### src/rtl/otp_rom_pkg.sv
package otp_rom_pkg;

    localparam int ADDR_W_DEF  = 4;
    localparam int DATA_W_DEF  = 8;
    localparam int PRE_CYC_DEF = 3;

    typedef enum logic [1:0] {
        OP_IDLE  = 2'd0,
        OP_WRITE = 2'd1,
        OP_READ  = 2'd2
    } op_e;

    typedef struct packed {
        logic precharge;
        logic evaluate;
        logic discharge;
        logic capture;
    } seq_ctl_t;

    // Conflicting or absent strobes both fall back to idle.
    function automatic op_e op_decode(input logic wr, input logic rd);
        if (wr && !rd) return OP_WRITE;
        if (rd && !wr) return OP_READ;
        return OP_IDLE;
    endfunction

endpackage

### src/rtl/otp_bank_decode.sv
module otp_bank_decode #(
    parameter int ADDR_W = otp_rom_pkg::ADDR_W_DEF,
    localparam int DEPTH = 1 << ADDR_W
) (
    input  logic [ADDR_W-1:0] addr,
    output logic [DEPTH-1:0]  sel_n
);
    for (genvar g = 0; g < DEPTH; g++) begin : g_bank
        assign sel_n[g] = (addr != ADDR_W'(g));
    end
endmodule

### src/rtl/otp_read_seq.sv
module otp_read_seq
    import otp_rom_pkg::*;
#(
    parameter int PRE_CYC = PRE_CYC_DEF
) (
    input  logic     clk,
    input  logic     rst,
    input  op_e      op,
    output seq_ctl_t ctl
);
    localparam int EVAL_AT = PRE_CYC + 1;
    localparam int DONE_AT = PRE_CYC + 2;
    localparam int CNT_W   = $clog2(DONE_AT + 1);

    logic [CNT_W-1:0] cnt_q;
    logic             in_read;

    assign in_read = (op == OP_READ) && !rst;

    // Counter restarts whenever the read is not held; saturates at DONE_AT.
    always_ff @(posedge clk) begin
        if (rst || op != OP_READ)
            cnt_q <= '0;
        else if (cnt_q != CNT_W'(DONE_AT))
            cnt_q <= cnt_q + 1'b1;
    end

    always_comb begin
        ctl.precharge = in_read && (cnt_q < CNT_W'(PRE_CYC));
        ctl.evaluate  = in_read && (cnt_q == CNT_W'(EVAL_AT));
        ctl.discharge = !in_read;
        ctl.capture   = ctl.evaluate;
    end
endmodule

### src/rtl/otp_cell_array.sv
module otp_cell_array #(
    parameter int ADDR_W = otp_rom_pkg::ADDR_W_DEF,
    parameter int DATA_W = otp_rom_pkg::DATA_W_DEF,
    localparam int DEPTH = 1 << ADDR_W
) (
    input  logic              clk,
    input  logic              burn_en,
    input  logic [ADDR_W-1:0] addr,
    input  logic [DATA_W-1:0] wdata,
    output logic [DATA_W-1:0] flag_pos,
    output logic [DATA_W-1:0] flag_neg
);
    logic [DATA_W-1:0] pos_q [DEPTH];
    logic [DATA_W-1:0] neg_q [DEPTH];

    // Virgin part: every flag unburned; reset never touches the array.
    initial begin
        for (int i = 0; i < DEPTH; i++) begin
            pos_q[i] = '0;
            neg_q[i] = '0;
        end
    end

    // Flags only ever move from unburned to burned.
    always @(posedge clk) begin
        if (burn_en) begin
            pos_q[addr] <= pos_q[addr] | wdata;
            neg_q[addr] <= neg_q[addr] | ~wdata;
        end
    end

    assign flag_pos = pos_q[addr];
    assign flag_neg = neg_q[addr];
endmodule

### src/rtl/otp_diff_rom.sv
module otp_diff_rom
    import otp_rom_pkg::*;
#(
    parameter int ADDR_W  = ADDR_W_DEF,
    parameter int DATA_W  = DATA_W_DEF,
    parameter int PRE_CYC = PRE_CYC_DEF,
    localparam int DEPTH  = 1 << ADDR_W
) (
    input  logic              clk,
    input  logic              rst,
    input  logic              wr_en,
    input  logic              rd_en,
    input  logic [ADDR_W-1:0] addr,
    input  logic [DATA_W-1:0] data_in,
    output logic [DATA_W-1:0] data_out,
    output logic [DATA_W-1:0] data_out_n,
    output logic              data_oe,
    output logic [DEPTH-1:0]  bank_sel_n,
    output logic [DATA_W-1:0] drv_pos,
    output logic [DATA_W-1:0] drv_neg,
    output logic              precharge,
    output logic              evaluate,
    output logic              discharge,
    output logic              reprog_err,
    output logic              blank
);
    op_e               op;
    seq_ctl_t          ctl;
    logic [DATA_W-1:0] flag_pos, flag_neg, res_q;
    logic              prev_wr_q, err_q, valid_q, blank_q;
    logic              word_prog, wr_start, burn_en;

    assign op = op_decode(wr_en, rd_en);

    otp_bank_decode #(.ADDR_W(ADDR_W)) u_decode (
        .addr  (addr),
        .sel_n (bank_sel_n)
    );

    otp_read_seq #(.PRE_CYC(PRE_CYC)) u_seq (
        .clk (clk),
        .rst (rst),
        .op  (op),
        .ctl (ctl)
    );

    otp_cell_array #(.ADDR_W(ADDR_W), .DATA_W(DATA_W)) u_array (
        .clk      (clk),
        .burn_en  (burn_en),
        .addr     (addr),
        .wdata    (data_in),
        .flag_pos (flag_pos),
        .flag_neg (flag_neg)
    );

    assign word_prog = |(flag_pos | flag_neg);
    assign wr_start  = !rst && (op == OP_WRITE) && !prev_wr_q;
    assign burn_en   = wr_start && !word_prog;

    always_ff @(posedge clk) begin
        if (rst) begin
            prev_wr_q <= 1'b0;
            err_q     <= 1'b0;
            valid_q   <= 1'b0;
            blank_q   <= 1'b0;
            res_q     <= '0;
        end else begin
            prev_wr_q <= (op == OP_WRITE);
            err_q     <= wr_start && word_prog;
            if (op != OP_READ) begin
                valid_q <= 1'b0;
            end else if (ctl.capture) begin
                valid_q <= 1'b1;
                res_q   <= flag_pos & ~flag_neg;
                blank_q <= !word_prog;
            end
        end
    end

    always_comb begin
        drv_pos = '0;
        drv_neg = '0;
        if (!rst) begin
            case (op)
                OP_WRITE: begin drv_pos = data_in; drv_neg = ~data_in; end
                OP_READ:  begin drv_pos = '1;      drv_neg = '1;       end
                default:  ;
            endcase
        end
    end

    assign precharge  = ctl.precharge;
    assign evaluate   = ctl.evaluate;
    assign discharge  = ctl.discharge;
    assign reprog_err = err_q;
    assign data_oe    = valid_q;
    assign blank      = valid_q && blank_q;
    assign data_out   = valid_q ? res_q  : '0;
    assign data_out_n = valid_q ? ~res_q : '0;
endmodule

### config.mk
export PLATFORM = sky130hd
export DESIGN_NAME = otp_diff_rom
export DESIGN_NICKNAME = d
export VERILOG_FILES = /design/src/rtl/otp_rom_pkg.sv /design/src/rtl/otp_bank_decode.sv /design/src/rtl/otp_read_seq.sv /design/src/rtl/otp_cell_array.sv /design/src/rtl/otp_diff_rom.sv
export SDC_FILE = /design/constraint.sdc
export NUM_CORES = 1
export LEC_CHECK = 0
export BUFFER_PORTS_ARGS = -buffer_cell sky130_fd_sc_hd__buf_2
export CAP_MARGIN = 20
export CORE_UTILIZATION = 50
export DETAILED_ROUTE_END_ITERATION = 10
export GPL_TIMING_DRIVEN = 0
export PLACE_DENSITY_LB_ADDON = 0.3
export RECOVER_POWER = 100
export SLEW_MARGIN = 40
export SYNTH_ARGS = -nofsm -noshare
export SYNTH_HDL_FRONTEND = slang
export SYNTH_SLANG_ARGS = --single-unit
### constraint.sdc
create_clock -name clk -period 4 [get_ports clk]
set_input_delay 0.2 -clock clk [delete_from_list [all_inputs] [get_ports clk]]
set_output_delay 0.2 -clock clk [all_outputs]
set_load 0.01 [all_outputs]
==> results.tsv <==
stage	metric	value	unit
critical_path	rrSetupSlack	0.08	ns
sta	tns	0	ns
critical_path	reg2reg_to	u_array.neg_q[11][3]$_DFFE_PP_	
clocking	cts_max_level	1	
layout	area_growth	20.3	%
power	power	6.11	mW
sta	hold_viol_final	0	
floorplanning	die_w	150	µm
status	status	complete, no violations	
drt	drt_wl_total	26.8	mm
hold_path	worstHoldStart	rst	
drt	ant_nets	0	
global_routing	grt_pass1_vias	6263	
synth	yosysSeqAreaShare	73.3	%
synth	async_reset_ff_share	0	%
place	place_congestion	0.786	
floorplanning	dieArea	0.0224	mm²
place	hpwl	18.9	mm
synth	ys_ff_latch	271	
synth	synthTopCellsByArea	edfxtp_1, mux4_2, dfxtp_1	
global_routing	grt_max_degree	17	
synth	avgSynthCellArea	18.5	µm²
synth	synthCells	589	
synth	synth_top_cell_area_share	70.6	%
synth	synth_ff_type	edfxtp_1	
floorplanning	die_h	150	µm
critical_path	crit_path_end_kind	flop	
power	combinationalPowerShare	5.5	%
power	p_leak	4.49	nW
power	clkPwrFrac	43.3	%
power	power.net_switching	1.25	mW
layout	final_cells	1048	
power	p_int	4.86	mW
sta	setup_viol	0	
synth	synth_top_cell_by_area	edfxtp_1	
hold_path	holdPathEnd	res_q[5]$_SDFFE_PP0P_	
hold_path	holdPathStages	2	
floorplanning	io_pins	70	
drt	drt_iter0_markers	652	
layout	final_cell_area	0.0131	mm²
clocking	numCtsBuffers	26	
job	maxCapViolCount	0	
synth	synth_common_cells	edfxtp_1, mux4_2, nand2_1, clkbuf_1, a21oi_1	
clocking	path_clk_slew	0.06	ns
sta	hold_slack	0.215	ns
sta	rsz0062_at_grt	true	
place	place_area	0.0120	mm²
synth	synth.distinct_cells	32	
drt	vias_per_cell	6.03	
sta	final_max_slew_viol_count	0	
sta	post-route-min-period	3.96	ns
layout	num_antenna_cells	0	
layout	fin_nets	773	
synth	yosysWarnings	0	
clocking	clock_latency	0.53	ns
critical_path	rr_startpoint	u_array.pos_q[11][4]$_DFFE_PP_	
synth	synth_edf_count	256	
hold_path	hp-class	in -> reg	
clocking	cts.sinks	271	
sta	maxSlewHeadroom	47.8	%
sta	clock_skew	0.0121	ns
drt	wl_per_cell	25.6	µm
synth	netlist_area	0.0109	mm²
synth	synth_most_common_cell	edfxtp_1	
layout	drive_above_1_share	33.2	%
critical_path	startpoint_type	input pin	
sta	period_share	98.9	%
clocking	hold_buffers	0	
floorplanning	start_util	51.3	%
clocking	clockBufferDepth	3	
critical_path	path_class	in -> reg	
global_routing	grt_pass1_wl	39.0	mm
floorplanning	coreArea	0.0212	mm²
layout	fill_cells	1459	
power	pwr-share-seq	51.2	%
clocking	cts_tree	built	
global_routing	track_usage	24.8	%
power	swShare	20.5	%
critical_path	r2r_cells	10	
critical_path	worstPathMaxFanout	10	
place	dp_slack	-0.851	ns
sta	tightestPinTransition	0.782	ns
global_routing	antenna_found_initial	0	
drt	firstDrtPassIters	5	
place	placed_cells	984	
drt	drc	0	
critical_path	arrival	4.19	ns
clocking	clockRootBuffer	clkbuf_16	
place	io_buffers	67	
global_routing	overflow	0	
power	ir_drop	0.258	mV
synth	synth_nets	608	
floorplanning	row_count	53	
drt	routed-via-count	6315	
layout	final_core_util	61.7	%
sta	fmaxAchievable	253	MHz
critical_path	worstPathRequired	4.23	ns
power	p_per_area	466	mW/mm²
sta	fin_ws	0.0447	ns
## state kept, by name, summed over array words and instances (netlist names)
signal,count
res_q,8
prev_wr_q,1
blank_q,1
u_seq.cnt_q,3
u_array.neg_q,128
reprog_err,1
data_oe,1
u_array.pos_q,128
## area by class of cell
cell class	count	area, µm²	share of cell area (%)
clock buffer	30	687	5.24
sequential	271	7990	61.0
clock inverter	17	238	1.81
tap	275	344	2.63
multi-input combinational	278	2860	21.9
inverter	5	18.8	0.143
timing repair buffer	137	773	5.90
buffer	35	186	1.42
## cells in the final DEF, fill, tap and decap left out, types with 14 or more instances in the layout
cell	n
clkbuf_1	39
dfxtp_1	15
buf_4	46
nand2_1	57
a22o_1	16
mux4_2	64
edfxtp_1	256
a22oi_1	15
clkbuf_16	27
a21oi_1	18
nor2_1	14
nor2b_1	15
nand2b_1	14
buf_2	78
## metal layers
metal | vias to the layer above | share of wire [%] | track usage (%)
met3 | 58 | 8.1 | 4.73
li1 | 2682 | - | -
met2 | 336 | 50 | 41.8
met5 | - | 0 | 0
met1 | 3239 | 39 | 32.0
met4 | 0 | 3.1 | 9.08
## power by group through the flow
stage / sequential (mW) / combinational (mW) / clock [mW]
floorplan: 3.19 / 0.212 / 0
global placement: 3.19 / 0.312 / 0
detailed placement: 3.19 / 0.333 / 0
CTS: 3.13 / 0.335 / 2.66
global route: 3.13 / 0.361 / 2.77
finish: 3.13 / 0.334 / 2.64
## critical path, stage by stage
cell	delay (ns)
clkbuf_1	0.58
clkbuf_2	0.49
mux4_2	0.38
a22o_1	0.20
nor2_1	0.31
nand4_1	0.18
or4_1	0.56
buf_2	0.24
buf_6	0.22
nor4_4	0.35
buf_4	0.25
buf_4	0.21
## worst max-delay path by stage
stage / startpoint / to / slack, ns / depth (start not counted)
floorplan: addr[1] / u_array.neg_q[3][0]$_DFFE_PP_ / -0.44 / 9
global placement: addr[1] / u_array.neg_q[8][3]$_DFFE_PP_ / -3.62 / 9
detailed placement: addr[1] / u_array.pos_q[6][0]$_DFFE_PP_ / -0.85 / 12
CTS: u_array.neg_q[11][6]$_DFFE_PP_ / u_array.neg_q[6][4]$_DFFE_PP_ / -0.04 / 10
global route: u_array.pos_q[9][4]$_DFFE_PP_ / u_array.pos_q[8][0]$_DFFE_PP_ / -0.01 / 10
finish: addr[1] / u_array.neg_q[11][3]$_DFFE_PP_ / 0.04 / 12
## cell families after synthesis
logic type      count (synthesis)  share of synthesized area, %
mux                            64                          13.2
fa+ha+maj                       3                         0.345
xor+xnor                        1                        0.0804
flops                         271                          73.3
compound gates                 52                          3.31
simple gates                  158                          7.91
buf+inv                        40                          1.78
## timing repair
item,in CTS,in global routing
setup buffers,0,17
pin swaps,0,6
gates resized for setup,5,5
endpoints found under the setup margin,121,78
Note: power is estimated with default switching activity, not from simulation.
